$ cat config.mk
export PLATFORM = sky130hd
export DESIGN_NAME = pkt_fifo_dav
export DESIGN_NICKNAME = d
export VERILOG_FILES = /design/src/rtl/pkt_fifo_pkg.sv /design/src/rtl/pkt_fifo_store.sv /design/src/rtl/pkt_fifo_level.sv /design/src/rtl/pkt_fifo_dav.sv
export SDC_FILE = /design/constraint.sdc
export NUM_CORES = 1
export LEC_CHECK = 0
export BUFFER_PORTS_ARGS = -buffer_cell sky130_fd_sc_hd__buf_2
export CAP_MARGIN = 20
export CORE_MARGIN = 2
export CORE_UTILIZATION = 31
export CTS_BUF_LIST = sky130_fd_sc_hd__clkbuf_2
export DETAILED_ROUTE_END_ITERATION = 12
export PLACE_DENSITY = 0.44
export SYNTH_ARGS = -nofsm -noshare
export SYNTH_HDL_FRONTEND = slang
export SYNTH_SLANG_ARGS = --single-unit
$ cat constraint.sdc
create_clock -name clk_i -period 4.5 [get_ports clk_i]
set_input_delay 0.9 -clock clk_i [delete_from_list [all_inputs] [get_ports clk_i]]
set_output_delay 0.9 -clock clk_i [all_outputs]
set_load 0.03 [all_outputs]
$ cat src/rtl/pkt_fifo_pkg.sv
package pkt_fifo_pkg;
  localparam int unsigned BUS_BYTES = 4;
  localparam int unsigned DATA_W    = BUS_BYTES * 8;
  localparam int unsigned MTY_W     = (BUS_BYTES > 1) ? $clog2(BUS_BYTES) : 1;

  typedef struct packed {
    logic [DATA_W-1:0] data;
    logic              sop;
    logic              eop;
    logic [MTY_W-1:0]  mty;
    logic              err;
    logic              par;
  } beat_t;

  function automatic logic [MTY_W:0] beat_bytes(input logic eop, input logic [MTY_W-1:0] mty);
    logic [MTY_W:0] full;
    full = (MTY_W+1)'(BUS_BYTES);
    return eop ? (full - {1'b0, mty}) : full;
  endfunction
endpackage

$ cat src/rtl/pkt_fifo_store.sv
module pkt_fifo_store
  import pkt_fifo_pkg::*;
#(
  parameter int unsigned DEPTH = 16,
  localparam int unsigned AW   = (DEPTH > 1) ? $clog2(DEPTH) : 1,
  localparam int unsigned EW   = $clog2(DEPTH + 1)
) (
  input  logic          clk_i,
  input  logic          rst_ni,
  input  logic          push_i,
  input  beat_t         wbeat_i,
  input  logic          pop_i,
  output beat_t         head_o,
  output beat_t         rbeat_o,
  output logic          full_o,
  output logic          empty_o,
  output logic [EW-1:0] count_o
);
  beat_t         mem_q [DEPTH];
  logic [AW-1:0] wptr_q, rptr_q;
  logic [EW-1:0] cnt_q;
  beat_t         rbeat_q;

  function automatic logic [AW-1:0] ptr_inc(input logic [AW-1:0] p);
    return (p == AW'(DEPTH - 1)) ? '0 : p + 1'b1;
  endfunction

  always_ff @(posedge clk_i) begin
    if (push_i) mem_q[wptr_q] <= wbeat_i;
  end

  always_ff @(posedge clk_i or negedge rst_ni) begin
    if (!rst_ni) begin
      wptr_q  <= '0;
      rptr_q  <= '0;
      cnt_q   <= '0;
      rbeat_q <= '0;
    end else begin
      if (push_i) wptr_q <= ptr_inc(wptr_q);
      if (pop_i) begin
        rptr_q  <= ptr_inc(rptr_q);
        rbeat_q <= mem_q[rptr_q];
      end
      case ({push_i, pop_i})
        2'b10:   cnt_q <= cnt_q + 1'b1;
        2'b01:   cnt_q <= cnt_q - 1'b1;
        default: cnt_q <= cnt_q;
      endcase
    end
  end

  assign head_o  = mem_q[rptr_q];
  assign rbeat_o = rbeat_q;
  assign full_o  = (cnt_q == EW'(DEPTH));
  assign empty_o = (cnt_q == '0);
  assign count_o = cnt_q;

  assert_push_not_full_R6: assert property (@(posedge clk_i) disable iff (!rst_ni)
    push_i |-> !full_o);
  assert_pop_not_empty_R5: assert property (@(posedge clk_i) disable iff (!rst_ni)
    pop_i |-> !empty_o);
endmodule

$ cat src/rtl/pkt_fifo_level.sv
module pkt_fifo_level
  import pkt_fifo_pkg::*;
#(
  parameter int unsigned DEPTH = 16,
  localparam int unsigned BW   = $clog2(DEPTH * BUS_BYTES + 1),
  localparam int unsigned EW   = $clog2(DEPTH + 1)
) (
  input  logic             clk_i,
  input  logic             rst_ni,
  input  logic             push_i,
  input  logic             push_eop_i,
  input  logic [MTY_W-1:0] push_mty_i,
  input  logic             pop_i,
  input  logic             pop_eop_i,
  input  logic [MTY_W-1:0] pop_mty_i,
  input  logic [BW-1:0]    thresh_i,
  input  logic             eop_early_i,
  output logic             dav_o,
  output logic [BW-1:0]    bytes_o,
  output logic [EW-1:0]    eops_o
);
  logic          init_q;
  logic [BW-1:0] thr_q;
  logic          early_q;
  logic [BW-1:0] bytes_q;
  logic [EW-1:0] eops_q;
  logic [BW-1:0] add_b, sub_b;

  assign add_b = push_i ? BW'(beat_bytes(push_eop_i, push_mty_i)) : '0;
  assign sub_b = pop_i  ? BW'(beat_bytes(pop_eop_i,  pop_mty_i))  : '0;

  // static config: captured once, on the first edge after reset release
  always_ff @(posedge clk_i or negedge rst_ni) begin
    if (!rst_ni) begin
      init_q  <= 1'b1;
      thr_q   <= '1;
      early_q <= 1'b0;
    end else if (init_q) begin
      init_q  <= 1'b0;
      thr_q   <= thresh_i;
      early_q <= eop_early_i;
    end
  end

  always_ff @(posedge clk_i or negedge rst_ni) begin
    if (!rst_ni) begin
      bytes_q <= '0;
      eops_q  <= '0;
    end else begin
      bytes_q <= bytes_q + add_b - sub_b;
      case ({push_i && push_eop_i, pop_i && pop_eop_i})
        2'b10:   eops_q <= eops_q + 1'b1;
        2'b01:   eops_q <= eops_q - 1'b1;
        default: eops_q <= eops_q;
      endcase
    end
  end

  assign dav_o   = (bytes_q >= thr_q) || (early_q && (eops_q != '0));
  assign bytes_o = bytes_q;
  assign eops_o  = eops_q;

  assert_bytes_no_wrap_R4: assert property (@(posedge clk_i) disable iff (!rst_ni)
    pop_i |-> (bytes_q >= sub_b));
endmodule

$ cat src/rtl/pkt_fifo_dav.sv
module pkt_fifo_dav
  import pkt_fifo_pkg::*;
#(
  parameter int unsigned DEPTH = 16,
  localparam int unsigned BW   = $clog2(DEPTH * BUS_BYTES + 1),
  localparam int unsigned EW   = $clog2(DEPTH + 1)
) (
  input  logic              clk_i,
  input  logic              rst_ni,
  input  logic              wr_en_i,
  input  logic [DATA_W-1:0] wr_data_i,
  input  logic              wr_sop_i,
  input  logic              wr_eop_i,
  input  logic [MTY_W-1:0]  wr_mty_i,
  input  logic              wr_err_i,
  input  logic [BW-1:0]     thresh_i,
  input  logic              eop_early_i,
  input  logic              rd_en_i,
  output logic [DATA_W-1:0] rd_data_o,
  output logic              rd_val_o,
  output logic              rd_sop_o,
  output logic              rd_eop_o,
  output logic [MTY_W-1:0]  rd_mty_o,
  output logic              rd_err_o,
  output logic              dav_o,
  output logic              underflow_o,
  output logic              overflow_o,
  output logic              parity_err_o
);
  beat_t         wbeat, head, rbeat;
  logic          full, empty, do_wr, do_rd;
  logic [EW-1:0] count;
  logic [BW-1:0] bytes;
  logic [EW-1:0] eops;
  logic          val_q, unf_q, ovf_q;

  assign do_wr = wr_en_i && !full;
  assign do_rd = rd_en_i && !empty;

  always_comb begin
    wbeat.data = wr_data_i;
    wbeat.sop  = wr_sop_i;
    wbeat.eop  = wr_eop_i;
    wbeat.mty  = wr_mty_i;
    wbeat.err  = wr_err_i;
    wbeat.par  = ^wr_data_i;
  end

  pkt_fifo_store #(.DEPTH(DEPTH)) u_store (
    .clk_i   (clk_i),
    .rst_ni  (rst_ni),
    .push_i  (do_wr),
    .wbeat_i (wbeat),
    .pop_i   (do_rd),
    .head_o  (head),
    .rbeat_o (rbeat),
    .full_o  (full),
    .empty_o (empty),
    .count_o (count)
  );

  pkt_fifo_level #(.DEPTH(DEPTH)) u_level (
    .clk_i       (clk_i),
    .rst_ni      (rst_ni),
    .push_i      (do_wr),
    .push_eop_i  (wr_eop_i),
    .push_mty_i  (wr_mty_i),
    .pop_i       (do_rd),
    .pop_eop_i   (head.eop),
    .pop_mty_i   (head.mty),
    .thresh_i    (thresh_i),
    .eop_early_i (eop_early_i),
    .dav_o       (dav_o),
    .bytes_o     (bytes),
    .eops_o      (eops)
  );

  always_ff @(posedge clk_i or negedge rst_ni) begin
    if (!rst_ni) begin
      val_q <= 1'b0;
      unf_q <= 1'b0;
      ovf_q <= 1'b0;
    end else begin
      val_q <= do_rd;
      unf_q <= rd_en_i && empty;
      ovf_q <= wr_en_i && full;
    end
  end

  assign rd_val_o     = val_q;
  assign rd_data_o    = val_q ? rbeat.data : '0;
  assign rd_sop_o     = val_q && rbeat.sop;
  assign rd_eop_o     = val_q && rbeat.eop;
  assign rd_mty_o     = val_q ? rbeat.mty : '0;
  assign rd_err_o     = val_q && rbeat.err;
  assign parity_err_o = val_q && ((^rbeat.data) != rbeat.par);
  assign underflow_o  = unf_q;
  assign overflow_o   = ovf_q;

  assert_underflow_no_val_R5: assert property (@(posedge clk_i) disable iff (!rst_ni)
    underflow_o |-> !rd_val_o);
  assert_val_after_req_R3: assert property (@(posedge clk_i) disable iff (!rst_ni)
    rd_val_o |-> $past(rd_en_i));
  assert_overflow_after_wr_R6: assert property (@(posedge clk_i) disable iff (!rst_ni)
    overflow_o |-> $past(wr_en_i));
  assert_eops_bounded_R2: assert property (@(posedge clk_i) disable iff (!rst_ni)
    eops <= count);
  assert_bytes_bounded_R4: assert property (@(posedge clk_i) disable iff (!rst_ni)
    (int'(bytes) <= int'(count) * BUS_BYTES) && (int'(bytes) >= int'(count)));
  assert_parity_clean_R7: assert property (@(posedge clk_i) disable iff (!rst_ni)
    rd_val_o |-> !parity_err_o);
endmodule

==> flow_results.xml, run 1 <==
<?xml version="1.0" encoding="UTF-8"?>
<metrics>
  <group name="drt">
    <metric name="drt_drc_violations_left" unit="">0</metric>
    <metric name="detail_route.first_pass.iterations" unit="">5</metric>
    <metric name="route.final.wire_length" unit="um">69860</metric>
    <metric name="routed_via_density" unit="">4.639</metric>
    <metric name="num_vias" unit="">13500</metric>
    <metric name="antenna_left" unit="">0</metric>
    <metric name="routed_wire_length_per_instance" unit="um">24.01</metric>
    <metric name="detailedRoute.firstIterationViolations" unit="">922</metric>
  </group>
  <group name="yosys">
    <metric name="async_flop_share" unit="">0.1098</metric>
    <metric name="yosysWarningCount" unit="">0</metric>
    <metric name="synthesis.area" unit="sq um">27350</metric>
    <metric name="synthesis.area_per_instance" unit="sq um">21.30</metric>
    <metric name="synth.yosys.seq_area_share" unit="">0.7364</metric>
    <metric name="synth_fp_nets" unit="">1367</metric>
    <metric name="post_synth_inst_count" unit="">1284</metric>
    <metric name="yosysUniqueCellTypes" unit="">39</metric>
    <metric name="synth-edff-count" unit="">608</metric>
    <metric name="synth_seq_cells" unit="">683</metric>
    <metric name="postSynth.topFlopCell" unit="">sky130_fd_sc_hd__edfxtp_1</metric>
  </group>
  <group name="worst_setup_path">
    <metric name="worstPathCellList" unit="">xnor2_2, xnor2_1, xnor2_1, xnor3_1, xnor2_1, and2_4, buf_6</metric>
    <metric name="path_buf_inv" unit="">1</metric>
    <metric name="cpMostUsedCell" unit="">sky130_fd_sc_hd__xnor2_1</metric>
    <metric name="worst_path_maximum_fanout" unit="">3</metric>
    <metric name="max_stage_delay" unit="ns">0.48</metric>
    <metric name="cpMaxStageDelayCell" unit="">sky130_fd_sc_hd__xnor3_1</metric>
    <metric name="critical_path_class" unit="">reg -&gt; out</metric>
    <metric name="critical-path-top-delay-family" unit="">XOR/XNOR gates</metric>
    <metric name="worst-endpoint-arrival" unit="ns">3.42</metric>
    <metric name="timing.critical_path.from_type" unit="">register</metric>
    <metric name="regToRegSetupSlack" unit="ns">0.58</metric>
    <metric name="critical_path_required_time" unit="ns">3.60</metric>
    <metric name="timing.critical_path.to_type" unit="">primary output</metric>
  </group>
  <group name="timing">
    <metric name="pins_over_their_slew_limit" unit="">0</metric>
    <metric name="fin_skew" unit="ns">0.1796</metric>
    <metric name="final_period_minus_worst_setup_slack" unit="ns">4.317</metric>
    <metric name="postLayoutSetupSlackWorst" unit="ns">0.1831</metric>
    <metric name="setup-violations-final" unit="">0</metric>
    <metric name="max_freq" unit="MHz">231.6</metric>
    <metric name="finalHoldViolCount" unit="">0</metric>
    <metric name="rsz_0062_raised_after_global_routing" unit="">true</metric>
    <metric name="final_min_period_over_clock_period" unit="">0.9593</metric>
    <metric name="slew_headroom" unit="">0.3599</metric>
    <metric name="max_slew.worst_pin.slew" unit="ns">0.9601</metric>
  </group>
  <group name="clocking">
    <metric name="clock-sinks" unit="">683</metric>
    <metric name="root_buffer" unit="">sky130_fd_sc_hd__clkbuf_2</metric>
    <metric name="clock_tree_from_tritoncts" unit="">yes</metric>
    <metric name="later_pin_clock_latency_in_the_skew_report" unit="ns">1.46</metric>
    <metric name="clockBufferDepth" unit="">3</metric>
    <metric name="htree_num_levels" unit="">4</metric>
    <metric name="clock_pin_slew_on_the_worst_setup_and_hold_paths" unit="ns">0.10</metric>
    <metric name="cts_made_buffers" unit="">183</metric>
  </group>
  <group name="placement">
    <metric name="gp_congestion" unit="">0.6976</metric>
    <metric name="io_buffers" unit="">90</metric>
    <metric name="placed_area" unit="sq um">29470</metric>
    <metric name="post-dp-hpwl" unit="um">36690</metric>
    <metric name="post-place-ws" unit="ns">0.5644</metric>
  </group>
  <group name="global_route">
    <metric name="antenna_violations_before_repair" unit="">8</metric>
    <metric name="track_usage" unit="">0.1579</metric>
    <metric name="grt-ovfl-total" unit="">0</metric>
    <metric name="first_global_vias" unit="">14780</metric>
    <metric name="wire_length_of_the_first_global_routing_pass" unit="um">101300</metric>
    <metric name="grt_max_degree" unit="">55</metric>
  </group>
  <group name="pwr">
    <metric name="static-leakage-power" unit="nW">10.98</metric>
    <metric name="ir_worst_vdd" unit="uV">1168</metric>
    <metric name="power.density" unit="nW/um^2">646.1</metric>
  </group>
  <group name="min_path">
    <metric name="hold_path_class" unit="">in -&gt; reg</metric>
  </group>
  <group name="die">
    <metric name="die_width" unit="um">301.1</metric>
    <metric name="num_rows" unit="">108</metric>
    <metric name="coreArea" unit="sq um">87160</metric>
    <metric name="die_footprint" unit="sq um">90630</metric>
    <metric name="die_h" unit="um">301.1</metric>
    <metric name="initial_util" unit="">0.3139</metric>
    <metric name="num_io_pins" unit="">91</metric>
  </group>
  <group name="layout">
    <metric name="design_area" unit="sq um">31940</metric>
    <metric name="area_growth" unit="%">16.76</metric>
    <metric name="layout_cell_share_with_drive_strength_beyond_1" unit="">0.4086</metric>
    <metric name="final_layout_net_count" unit="">1677</metric>
    <metric name="finish.utilization" unit="">0.3665</metric>
  </group>
  <group name="outcome">
    <metric name="status" unit="">complete, no violations</metric>
  </group>
  <group name="run">
    <metric name="maxCapViolations" unit="">0</metric>
  </group>
</metrics>
[metrics by stage]
| stage | hold WS (ns) | power, mW | TNS (ns) | cells |
|---|---|---|---|---|
| after floorplan | 0.4419 | 13.74 | 0 | 1284 |
| after global placement | 0.4674 | 16.00 | 0 | 2509 |
| after detailed placement | 0.4659 | 16.04 | 0 | 2509 |
| after CTS | 0.02453 | 21.07 | -0.03175 | 2899 |
| after global routing | 0.1277 | 21.90 | -0.05023 | 2908 |
| final | 0.2489 | 20.64 | 0 | 2909 |
[cells by family after synthesis]
kind of cell | count (synthesis) | share of synthesized area
adders and majority gates | 34 | 0.01692
DFF | 683 | 0.7364
buffers and inverters | 95 | 0.01720
and+or+nand+nor | 108 | 0.01976
AOI/OAI and AO/OA | 52 | 0.01157
other | 1 | 0.0001371
xor gates and xnor gates | 80 | 0.02612
muxes | 231 | 0.1719
[worst paths after layout]
check | start | to | depth (start not counted)
min in group asynchronous | rst_ni | u_store.rbeat_o[6] | 3
hold reg to reg | u_level.eops_o[4] | u_level.eops_o[4] | 1
setup / recovery | u_store.rbeat_o[25] | parity_err_o | 7
hold / removal | thresh_i[5] | u_level.thr_q[5] | 4
setup reg to reg | u_store.rptr_q[0] | u_level.bytes_o[6] | 13
max in group asynchronous | rst_ni | u_store.rbeat_o[34] | 4
[report_power, final]
part | switching, mW | internal [mW] | leakage (nW)
clock network | 2.65 | 1.80 | 1.31
logic | 3.95 | 3.76 | 3.32
registers | 0.614 | 7.86 | 6.36
total | 7.22 | 13.4 | 11.0
[per-layer routing]
layer	share of wire	GRT usage	vias to the layer above
met5	0.00023	0	-
met2	0.49	0.2554	303
met3	0.039	0.03408	112
li1	-	-	5946
met1	0.45	0.2116	7132
met4	0.018	0.05319	2
[cells in the mapped netlist (2+ instances only)]
| library cell | n | share of area |
|---|---|---|
| sky130_fd_sc_hd__edfxtp_1 | 608 | 0.67 |
| sky130_fd_sc_hd__buf_4 | 3 | 0.00082 |
| sky130_fd_sc_hd__ha_1 | 29 | 0.013 |
| sky130_fd_sc_hd__nor4_1 | 2 | 0.00046 |
| sky130_fd_sc_hd__buf_6 | 12 | 0.0049 |
| sky130_fd_sc_hd__fa_1 | 5 | 0.0037 |
| sky130_fd_sc_hd__mux2i_1 | 4 | 0.0015 |
| sky130_fd_sc_hd__and2_1 | 40 | 0.0091 |
| sky130_fd_sc_hd__nand2_1 | 30 | 0.0041 |
| sky130_fd_sc_hd__o21ai_0 | 21 | 0.0038 |
| sky130_fd_sc_hd__mux4_2 | 187 | 0.15 |
| sky130_fd_sc_hd__nor3_1 | 4 | 0.00073 |
| sky130_fd_sc_hd__xor2_1 | 13 | 0.0042 |
| sky130_fd_sc_hd__buf_2 | 10 | 0.0018 |
| sky130_fd_sc_hd__buf_1 | 5 | 0.00069 |
| sky130_fd_sc_hd__clkbuf_1 | 30 | 0.0041 |
| sky130_fd_sc_hd__o21bai_1 | 2 | 0.00055 |
| sky130_fd_sc_hd__nor2_1 | 21 | 0.0029 |
| sky130_fd_sc_hd__a21oi_1 | 10 | 0.0018 |
| sky130_fd_sc_hd__mux2_2 | 40 | 0.016 |
| sky130_fd_sc_hd__a21o_1 | 13 | 0.0036 |
| sky130_fd_sc_hd__dfrtp_1 | 67 | 0.061 |
| sky130_fd_sc_hd__xnor2_1 | 66 | 0.021 |
| sky130_fd_sc_hd__nand3_1 | 4 | 0.00073 |
| sky130_fd_sc_hd__dfstp_2 | 8 | 0.0077 |
| sky130_fd_sc_hd__inv_1 | 35 | 0.0048 |
| sky130_fd_sc_hd__nand2b_1 | 3 | 0.00069 |
[registers in the layout, indices dropped and copies added (netlist names)]
name and cells:
u_level.early_q 1, u_level.thr_q 7, u_level.eops_o 5, u_store.rbeat_o 38, underflow_o 1, u_store.count_o 5
rd_val_o 1, u_store.wptr_q 4, u_level.bytes_o 7, u_level.init_q 1, u_store.mem_q 608, u_store.rptr_q 4
overflow_o 1
[repair_timing]
item / 4_1_cts / 5_1_grt
hold buffers: 50 / 0
hold endpoints to repair: 667 / 0
pin swaps: 12 / 0
endpoints found under the setup margin: 2 / 1
gates resized for setup: 26 / 2
setup buffers: 4 / 0
[cell usage in the layout (no fill, tap or decap), types with 10 or more instances in the layout]
master	n
sky130_fd_sc_hd__mux4_2	187
sky130_fd_sc_hd__clkbuf_2	280
sky130_fd_sc_hd__a21oi_1	10
sky130_fd_sc_hd__ha_1	29
sky130_fd_sc_hd__buf_4	37
sky130_fd_sc_hd__edfxtp_1	608
sky130_fd_sc_hd__nand2_1	30
sky130_fd_sc_hd__a21o_1	13
sky130_fd_sc_hd__dfrtp_1	56
sky130_fd_sc_hd__xnor2_1	53
sky130_fd_sc_hd__dlygate4sd3_1	49
sky130_fd_sc_hd__clkinv_1	39
sky130_fd_sc_hd__and2_1	39
sky130_fd_sc_hd__xor2_1	12
sky130_fd_sc_hd__inv_1	35
sky130_fd_sc_hd__mux2_2	40
sky130_fd_sc_hd__nor2_4	12
sky130_fd_sc_hd__xnor2_2	12
sky130_fd_sc_hd__buf_2	87
sky130_fd_sc_hd__o21ai_0	21
[layout make-up]
class,instances,area (sq um)
Antenna cell,9,22.52
Clock buffer,280,1401
Clock inverter,56,327.8
Fill cell,8228,55220
Inverter,35,131.4
Multi-Input combinational cell,506,7012
Sequential cell,683,20170
Tap cell,1155,1445
Timing Repair Buffer,185,1434
[worst reg2reg max path, delay by kind of cell (launching register included)]
kind	cells	cell delay [ns]
adders and majority gates	3	1.17
AOI/OAI and AO/OA	5	0.90
muxes	2	0.81
DFF	1	0.62
and+or+nand+nor	1	0.15
xor gates and xnor gates	1	0.14
buffers and inverters	1	0.06
No activity file was read; power rests on OpenSTA's default activity.
==> run 2, diff against run 1 <==
--- a/config.mk
+++ b/config.mk
@@ -7,11 +7,12 @@
 export LEC_CHECK = 0
 export BUFFER_PORTS_ARGS = -buffer_cell sky130_fd_sc_hd__buf_2
 export CAP_MARGIN = 20
+export CORE_ASPECT_RATIO = 0.8
 export CORE_MARGIN = 2
 export CORE_UTILIZATION = 31
 export CTS_BUF_LIST = sky130_fd_sc_hd__clkbuf_2
 export DETAILED_ROUTE_END_ITERATION = 12
-export PLACE_DENSITY = 0.44
+export PLACE_DENSITY = 0.43
 export SYNTH_ARGS = -nofsm -noshare
 export SYNTH_HDL_FRONTEND = slang
 export SYNTH_SLANG_ARGS = --single-unit
==> constraint.sdc (replaced) <==
create_clock -name clk_i -period 4.6 [get_ports clk_i]
set_input_delay 0.92 -clock clk_i [delete_from_list [all_inputs] [get_ports clk_i]]
set_output_delay 0.92 -clock clk_i [all_outputs]
set_load 0.03 [all_outputs]
==> run 2 against run 1 <==
Register-to-register slack better by 0.11 ns. Flip-flop and latch count stayed put. Combinational power is 3.8% lower. Wire length is 2.8% lower. Die area hardly changed. Sequential share of layout area is 0.37 points higher. First-iteration DRC count is 10% lower. Non-clock buffer count is 7 lower. Sequential power is 3.2% lower. Clock power is 5.2% lower. Final area is 0.61% lower. Critical path depth stayed put. Critical path type unchanged. Largest power group unchanged. Highest routed layer unchanged.
==> flow_results.xml, run 2 (synthesized netlist as in run 1, its figures left out) <==
<?xml version="1.0" encoding="UTF-8"?>
<metrics>
  <group name="worst_setup_path">
    <metric name="worst_path_maximum_fanout" unit="">3</metric>
    <metric name="regToRegSetupSlack" unit="ns">0.69</metric>
    <metric name="timing.critical_path.to_type" unit="">primary output</metric>
    <metric name="r2r_start" unit="">u_store.rptr_q[0]</metric>
    <metric name="critical_path.reg2reg.endpoint" unit="">u_level.bytes_o[6]</metric>
    <metric name="timing.critical_path.from_type" unit="">register</metric>
    <metric name="critical_path_class" unit="">reg -&gt; out</metric>
    <metric name="worst-endpoint-arrival" unit="ns">3.35</metric>
    <metric name="reg2regPathDepth" unit="">13</metric>
    <metric name="critPathLaunch" unit="">u_store.rbeat_o[21]</metric>
    <metric name="critical_path_required_time" unit="ns">3.68</metric>
    <metric name="cp-endpoint" unit="">parity_err_o</metric>
  </group>
  <group name="die">
    <metric name="num_io_pins" unit="">91</metric>
    <metric name="die_h" unit="um">269.7</metric>
    <metric name="die_footprint" unit="sq um">90650</metric>
    <metric name="coreArea" unit="sq um">87510</metric>
    <metric name="die_width" unit="um">336.1</metric>
    <metric name="num_rows" unit="">97</metric>
    <metric name="initial_util" unit="">0.3126</metric>
  </group>
  <group name="outcome">
    <metric name="status" unit="">complete, no violations</metric>
  </group>
  <group name="global_route">
    <metric name="grt-ovfl-total" unit="">0</metric>
    <metric name="grt_max_degree" unit="">93</metric>
    <metric name="antenna_violations_before_repair" unit="">5</metric>
    <metric name="wire_length_of_the_first_global_routing_pass" unit="um">100800</metric>
    <metric name="track_usage" unit="">0.1548</metric>
    <metric name="first_global_vias" unit="">14890</metric>
  </group>
  <group name="timing">
    <metric name="postLayoutSetupSlackWorst" unit="ns">0.3320</metric>
    <metric name="final_min_period_over_clock_period" unit="">0.9278</metric>
    <metric name="pins_over_their_slew_limit" unit="">0</metric>
    <metric name="max_slew.worst_pin.slew" unit="ns">0.9600</metric>
    <metric name="slew_headroom" unit="">0.3600</metric>
    <metric name="max_freq" unit="MHz">234.3</metric>
    <metric name="setup-violations-final" unit="">0</metric>
    <metric name="final_period_minus_worst_setup_slack" unit="ns">4.268</metric>
    <metric name="fin_skew" unit="ns">0.06465</metric>
    <metric name="finalHoldViolCount" unit="">0</metric>
  </group>
  <group name="layout">
    <metric name="layout_commonest_cell" unit="">sky130_fd_sc_hd__edfxtp_1</metric>
    <metric name="n_fill_cell" unit="">8275</metric>
    <metric name="area_growth" unit="%">16.05</metric>
    <metric name="layout_common_cells" unit="">sky130_fd_sc_hd__edfxtp_1, sky130_fd_sc_hd__clkbuf_2, sky130_fd_sc_hd__mux4_2</metric>
    <metric name="largest_register_ffs" unit="">608</metric>
    <metric name="reg_with_most_ffs" unit="">u_store.mem_q</metric>
    <metric name="final_layout_net_count" unit="">1661</metric>
    <metric name="layout_cell_share_with_drive_strength_beyond_1" unit="">0.3987</metric>
    <metric name="design_area" unit="sq um">31740</metric>
    <metric name="finish.utilization" unit="">0.3628</metric>
  </group>
  <group name="clocking">
    <metric name="later_pin_clock_latency_in_the_skew_report" unit="ns">1.35</metric>
    <metric name="clockBufferDepth" unit="">3</metric>
    <metric name="clock_pin_slew_on_the_worst_setup_and_hold_paths" unit="ns">0.11</metric>
    <metric name="root_buffer" unit="">sky130_fd_sc_hd__clkbuf_2</metric>
    <metric name="htree_num_levels" unit="">4</metric>
    <metric name="cts_made_buffers" unit="">174</metric>
    <metric name="clock-sinks" unit="">683</metric>
    <metric name="clock_tree_from_tritoncts" unit="">yes</metric>
  </group>
  <group name="pwr">
    <metric name="power.share.combinational" unit="">0.374</metric>
    <metric name="swShare" unit="">0.3468</metric>
    <metric name="power.share.sequential" unit="">0.413</metric>
    <metric name="power.switching" unit="mW">6.882</metric>
    <metric name="clock_power_share" unit="">0.213</metric>
    <metric name="ir_worst_vdd" unit="uV">624.8</metric>
    <metric name="static-leakage-power" unit="nW">10.85</metric>
    <metric name="power_report.internal_total" unit="mW">12.96</metric>
    <metric name="power.density" unit="nW/um^2">625.2</metric>
  </group>
  <group name="drt">
    <metric name="num_vias" unit="">13390</metric>
    <metric name="routed_wire_length_per_instance" unit="um">23.37</metric>
    <metric name="route.final.wire_length" unit="um">67880</metric>
    <metric name="detail_route.first_pass.iterations" unit="">5</metric>
    <metric name="routed_via_density" unit="">4.610</metric>
    <metric name="detailedRoute.firstIterationViolations" unit="">829</metric>
    <metric name="antenna_left" unit="">0</metric>
    <metric name="drt_drc_violations_left" unit="">0</metric>
  </group>
  <group name="min_path">
    <metric name="timing.hold.worst.start" unit="">thresh_i[5]</metric>
    <metric name="hold_path_class" unit="">in -&gt; reg</metric>
  </group>
  <group name="placement">
    <metric name="post-place-ws" unit="ns">0.6557</metric>
    <metric name="io_buffers" unit="">90</metric>
    <metric name="post-dp-hpwl" unit="um">35890</metric>
    <metric name="gp_congestion" unit="">0.6900</metric>
    <metric name="placed_area" unit="sq um">29510</metric>
  </group>
  <group name="run">
    <metric name="maxCapViolations" unit="">0</metric>
  </group>
</metrics>
## run 2: how the worst min path moves through the flow
stage	to	slack (ns)	depth (start not counted)
finish	u_level.thr_q[5]	0.35	4
global placement	u_store.rbeat_o[4]	0.47	1
CTS	u_level.thr_q[2]	0.09	4
detailed placement	u_store.rbeat_o[4]	0.46	1
floorplan	u_store.rbeat_o[4]	0.44	1
global route	u_level.thr_q[3]	0.21	4
## run 2: critical path: stages, from the launching register on
cell                      delay [ns]
sky130_fd_sc_hd__dfrtp_2        0.48
sky130_fd_sc_hd__xor2_2         0.18
sky130_fd_sc_hd__xnor2_1        0.25
sky130_fd_sc_hd__xnor2_2        0.18
sky130_fd_sc_hd__xnor3_1        0.37
sky130_fd_sc_hd__xnor2_1        0.16
sky130_fd_sc_hd__and2_1         0.19
sky130_fd_sc_hd__buf_4          0.18
## run 2: area by class of cell
class	instances	area (sq um)	share of cell area
clock buffers	263	1316	0.04146
clock inverters	43	290.3	0.009144
flip-flops and latches	683	20160	0.6351
diodes	8	20.02	0.0006306
inverters	35	131.4	0.004139
repair buffers	178	1376	0.04336
well taps	1188	1486	0.04683
multi-input cells	506	6964	0.2194
## run 2: repair_timing
action,4_1_cts,5_1_grt
setup endpoints to repair,1,0
hold endpoints to repair,673,0
resized for setup,14,0
hold buffers,50,0
buffers inserted,0,0
## run 2: power by group through the flow
stage / Clock [mW] / Sequential, mW / Combinational, mW
detailed placement: 0 / 8.35 / 7.31
global route: 4.78 / 8.31 / 8.07
CTS: 4.45 / 8.23 / 7.63
floorplan: 0 / 8.07 / 5.36
global placement: 0 / 8.32 / 7.32
finish: 4.23 / 8.20 / 7.42
## run 2: layer usage
layer | global-route usage | share of wire
met1 | 0.2248 | 0.48
met2 | 0.2253 | 0.44
met3 | 0.03754 | 0.053
met4 | 0.05570 | 0.021
met5 | 0 | 0.00019
## run 2: through the flow
| step | hold WS [ns] | instances | total power, mW | TNS (ns) |
|---|---|---|---|---|
| global placement | 0.4675 | 2539 | 15.64 | 0 |
| floorplan | 0.4419 | 1284 | 13.44 | 0 |
| CTS | 0.08612 | 2895 | 20.31 | 0 |
| detailed placement | 0.4626 | 2539 | 15.66 | 0 |
| global route | 0.2110 | 2902 | 21.16 | -0.001454 |
| finish | 0.3532 | 2904 | 19.85 | 0 |
==> run 3, diff against run 2 <==
--- a/config.mk
+++ b/config.mk
@@ -5,6 +5,7 @@
 export SDC_FILE = /design/constraint.sdc
 export NUM_CORES = 1
 export LEC_CHECK = 0
+export ABC_AREA = 1
 export BUFFER_PORTS_ARGS = -buffer_cell sky130_fd_sc_hd__buf_2
 export CAP_MARGIN = 20
 export CORE_ASPECT_RATIO = 0.8
==> constraint.sdc (replaced) <==
create_clock -name clk_i -period 4.5 [get_ports clk_i]
set_input_delay 0.9 -clock clk_i [delete_from_list [all_inputs] [get_ports clk_i]]
set_output_delay 0.9 -clock clk_i [all_outputs]
set_load 0.03 [all_outputs]
==> run 3 against run 2 <==
Count of clock-buffer cells in the layout grew 8. Worst hold slack worse by 0.15 ns. Critical path depth rose by 5. Final area increased by 3.1%. Global-route usage increased by 2.7 points. Wire length increased by 26%. Die area grew 4.5%. First-iteration DRC count up 63%. Power rose by 5.9%. Synthesized cell count is 82% higher. Sequential power is 2.7% higher. Clock skew increased by 0.011 ns. Critical path type unchanged.
==> flow_results.xml, run 3 <==
<?xml version="1.0" encoding="UTF-8"?>
<metrics>
  <group name="clocking">
    <metric name="later_pin_clock_latency_in_the_skew_report" unit="ns">1.39</metric>
    <metric name="root_buffer" unit="">sky130_fd_sc_hd__clkbuf_2</metric>
    <metric name="clock-sinks" unit="">683</metric>
    <metric name="clock_tree_from_tritoncts" unit="">yes</metric>
    <metric name="cts_made_buffers" unit="">174</metric>
    <metric name="clockBufferDepth" unit="">3</metric>
    <metric name="post-cts-setup-buffer-count" unit="">0</metric>
    <metric name="clock_pin_slew_on_the_worst_setup_and_hold_paths" unit="ns">0.10</metric>
    <metric name="htree_num_levels" unit="">4</metric>
  </group>
  <group name="die">
    <metric name="die_footprint" unit="sq um">94730</metric>
    <metric name="num_rows" unit="">99</metric>
    <metric name="coreArea" unit="sq um">91290</metric>
    <metric name="num_io_pins" unit="">91</metric>
    <metric name="die_width" unit="um">343.6</metric>
    <metric name="initial_util" unit="">0.3133</metric>
    <metric name="die_h" unit="um">275.7</metric>
  </group>
  <group name="worst_setup_path">
    <metric name="critical-path-top-delay-family" unit="">simple AND/OR/NAND/NOR gates</metric>
    <metric name="worst-endpoint-arrival" unit="ns">3.31</metric>
    <metric name="cpMostUsedCell" unit="">sky130_fd_sc_hd__nand2_1</metric>
    <metric name="reg2regPathDepth" unit="">22</metric>
    <metric name="timing.critical_path.from_type" unit="">register</metric>
    <metric name="critical_path_required_time" unit="ns">3.60</metric>
    <metric name="timing.critical_path.to_type" unit="">primary output</metric>
    <metric name="worst_path_maximum_fanout" unit="">4</metric>
    <metric name="cpMaxStageDelayCell" unit="">sky130_fd_sc_hd__dfrtp_2</metric>
    <metric name="worstPathCellList" unit="">xor2_1, nand2_1, nand2_1, nand2_1, nand2_2, nand2_1, nand2_1, nand2_1, nand3_1, nand2_1, nor2_4, clkbuf_4</metric>
    <metric name="max_stage_delay" unit="ns">0.46</metric>
    <metric name="path_buf_inv" unit="">1</metric>
    <metric name="critical_path.reg2reg.endpoint" unit="">u_level.bytes_o[6]</metric>
    <metric name="critical_path_class" unit="">reg -&gt; out</metric>
    <metric name="r2r_start" unit="">u_store.rptr_q[0]</metric>
    <metric name="regToRegSetupSlack" unit="ns">0.71</metric>
  </group>
  <group name="pwr">
    <metric name="static-leakage-power" unit="nW">11.97</metric>
    <metric name="power.density" unit="nW/um^2">642.2</metric>
    <metric name="ir_worst_vdd" unit="uV">586.0</metric>
    <metric name="design_power_total" unit="mW">21.01</metric>
  </group>
  <group name="timing">
    <metric name="postLayoutSetupSlackWorst" unit="ns">0.2870</metric>
    <metric name="setup-violations-final" unit="">0</metric>
    <metric name="slew_headroom" unit="">0.2686</metric>
    <metric name="fin_skew" unit="ns">0.07543</metric>
    <metric name="max_freq" unit="MHz">237.4</metric>
    <metric name="max_slew.worst_pin.slew" unit="ns">1.097</metric>
    <metric name="finalHoldViolCount" unit="">0</metric>
    <metric name="final_min_period_over_clock_period" unit="">0.9362</metric>
    <metric name="pins_over_their_slew_limit" unit="">0</metric>
    <metric name="final_period_minus_worst_setup_slack" unit="ns">4.213</metric>
  </group>
  <group name="yosys">
    <metric name="post_synth_inst_count" unit="">2341</metric>
    <metric name="synth.yosys.seq_area_share" unit="">0.7043</metric>
    <metric name="postSynth.topFlopCell" unit="">sky130_fd_sc_hd__edfxtp_1</metric>
    <metric name="biggest_area_consumer_among_synthesized_cells" unit="">sky130_fd_sc_hd__edfxtp_1</metric>
    <metric name="ys_top_cells_by_area" unit="">sky130_fd_sc_hd__edfxtp_1, sky130_fd_sc_hd__dfrtp_1, sky130_fd_sc_hd__o21ai_0</metric>
    <metric name="synth_seq_cells" unit="">683</metric>
    <metric name="synth_fp_nets" unit="">2424</metric>
    <metric name="yosysUniqueCellTypes" unit="">43</metric>
    <metric name="yosysWarningCount" unit="">0</metric>
    <metric name="synth_top_area_share" unit="">0.6383</metric>
    <metric name="synthesis.area" unit="sq um">28600</metric>
    <metric name="synth-edff-count" unit="">608</metric>
    <metric name="async_flop_share" unit="">0.1098</metric>
    <metric name="netlist_top_cells_count" unit="">sky130_fd_sc_hd__edfxtp_1, sky130_fd_sc_hd__nor2_1, sky130_fd_sc_hd__o21ai_0</metric>
    <metric name="synth_most_common_cell" unit="">sky130_fd_sc_hd__edfxtp_1</metric>
    <metric name="synthesis.area_per_instance" unit="sq um">12.22</metric>
  </group>
  <group name="drt">
    <metric name="detailedRoute.firstIterationViolations" unit="">1354</metric>
    <metric name="routed_via_density" unit="">4.919</metric>
    <metric name="antenna_left" unit="">0</metric>
    <metric name="num_vias" unit="">19320</metric>
    <metric name="detail_route.first_pass.iterations" unit="">5</metric>
    <metric name="route.final.wire_length" unit="um">85770</metric>
    <metric name="drt_drc_violations_left" unit="">0</metric>
    <metric name="routed_wire_length_per_instance" unit="um">21.83</metric>
  </group>
  <group name="layout">
    <metric name="design_area" unit="sq um">32720</metric>
    <metric name="area_growth" unit="%">14.40</metric>
    <metric name="layout_common_cells" unit="">sky130_fd_sc_hd__edfxtp_1, sky130_fd_sc_hd__nor2_1, sky130_fd_sc_hd__o21ai_0</metric>
    <metric name="finish.utilization" unit="">0.3584</metric>
    <metric name="final-instance-count-excl-fill" unit="">3928</metric>
    <metric name="largest_register_ffs" unit="">608</metric>
    <metric name="layout_cell_share_with_drive_strength_beyond_1" unit="">0.1815</metric>
    <metric name="layout_commonest_cell" unit="">sky130_fd_sc_hd__edfxtp_1</metric>
    <metric name="reg_with_most_ffs" unit="">u_store.mem_q</metric>
    <metric name="final_layout_net_count" unit="">2644</metric>
    <metric name="n_fill_cell" unit="">8976</metric>
  </group>
  <group name="placement">
    <metric name="dp_cells" unit="">3549</metric>
    <metric name="post-dp-hpwl" unit="um">44640</metric>
    <metric name="post-place-ws" unit="ns">0.7514</metric>
    <metric name="gp_congestion" unit="">0.7542</metric>
    <metric name="io_buffers" unit="">90</metric>
    <metric name="placed_area" unit="sq um">30490</metric>
  </group>
  <group name="global_route">
    <metric name="grt_max_degree" unit="">203</metric>
    <metric name="first_global_vias" unit="">19160</metric>
    <metric name="grt-ovfl-total" unit="">0</metric>
    <metric name="antenna_violations_before_repair" unit="">2</metric>
    <metric name="track_usage" unit="">0.1821</metric>
    <metric name="wire_length_of_the_first_global_routing_pass" unit="um">127000</metric>
  </group>
  <group name="min_path">
    <metric name="hold_path_class" unit="">in -&gt; async</metric>
  </group>
  <group name="outcome">
    <metric name="status" unit="">complete, no violations</metric>
  </group>
  <group name="run">
    <metric name="maxCapViolations" unit="">0</metric>
  </group>
</metrics>
## run 3: cell types whose count changed after synthesis, moves of 47 or more
cell / delta
sky130_fd_sc_hd__o21ai_0: +298
sky130_fd_sc_hd__nor2_1: +373
sky130_fd_sc_hd__inv_1: +101
sky130_fd_sc_hd__o22ai_1: +92
sky130_fd_sc_hd__nand2_1: +267
sky130_fd_sc_hd__mux4_2: -187
sky130_fd_sc_hd__o221ai_1: +47
## run 3: cell families after synthesis
logic type | Yosys count | share of synthesized area
simple gates | 728 | 0.09763
flops | 683 | 0.7043
compound gates | 567 | 0.1223
buf+inv | 273 | 0.04247
xor+xnor | 53 | 0.01623
fa+ha+maj | 34 | 0.01618
mux | 2 | 0.0007873
other cells | 1 | 0.0001311
## run 3: layout make-up
type | count | area, sq um | area share
tap | 1212 | 1516 | 0.04634
inverter | 139 | 533.0 | 0.01629
clock inverter | 55 | 346.6 | 0.01059
multi-input combinational | 1385 | 7400 | 0.2261
antenna | 5 | 12.51 | 0.0003824
sequential | 683 | 20160 | 0.6161
clock buffer | 271 | 1356 | 0.04145
timing repair buffer | 178 | 1399 | 0.04275
## run 3: per-stage QoR
stage / hold WS, ns / setup TNS, ns
3_3_place_gp: 0.4599 / 0
2_1_floorplan: 0.4365 / 0
5_1_grt: 0.09913 / -0.02535
3_5_place_dp: 0.4596 / 0
6_report: 0.2015 / 0
4_1_cts: 0.03228 / 0
## run 3: worst max path at each step
stage / startpoint / end / slack [ns] / cells after the start
CTS: u_store.rbeat_o[32] / parity_err_o / 0.01 / 16
floorplan: wr_en_i / u_store.mem_q[0][0] / 1.14 / 5
finish: u_store.rbeat_o[7] / parity_err_o / 0.29 / 12
global placement: u_store.rptr_q[0] / u_level.bytes_o[6] / 0.73 / 22
global route: u_store.rbeat_o[7] / parity_err_o / -0.03 / 12
detailed placement: u_store.rptr_q[0] / u_level.bytes_o[6] / 0.75 / 22
## run 3: layer usage
metal	vias to the layer above	global-route usage	part of all wire
met4	0	0.05769	0.019
li1	8949	-	-
met1	9682	0.2632	0.48
met5	-	0	0
met3	134	0.03326	0.055
met2	558	0.2768	0.45
## run 3: repair_timing
action | in CTS | in global routing
gates resized for setup | 3 | 8
hold buffers | 48 | 0
endpoints found under the setup margin | 1 | 1
cloned | 0 | 0
hold endpoints to repair | 646 | 0
pin swaps | 0 | 1
## run 3: power by group
part,switching (mW),internal (mW),leakage [nW]
combinational,5.72,2.38,4.33
clock,2.65,1.84,1.28
sequential,0.593,7.83,6.35
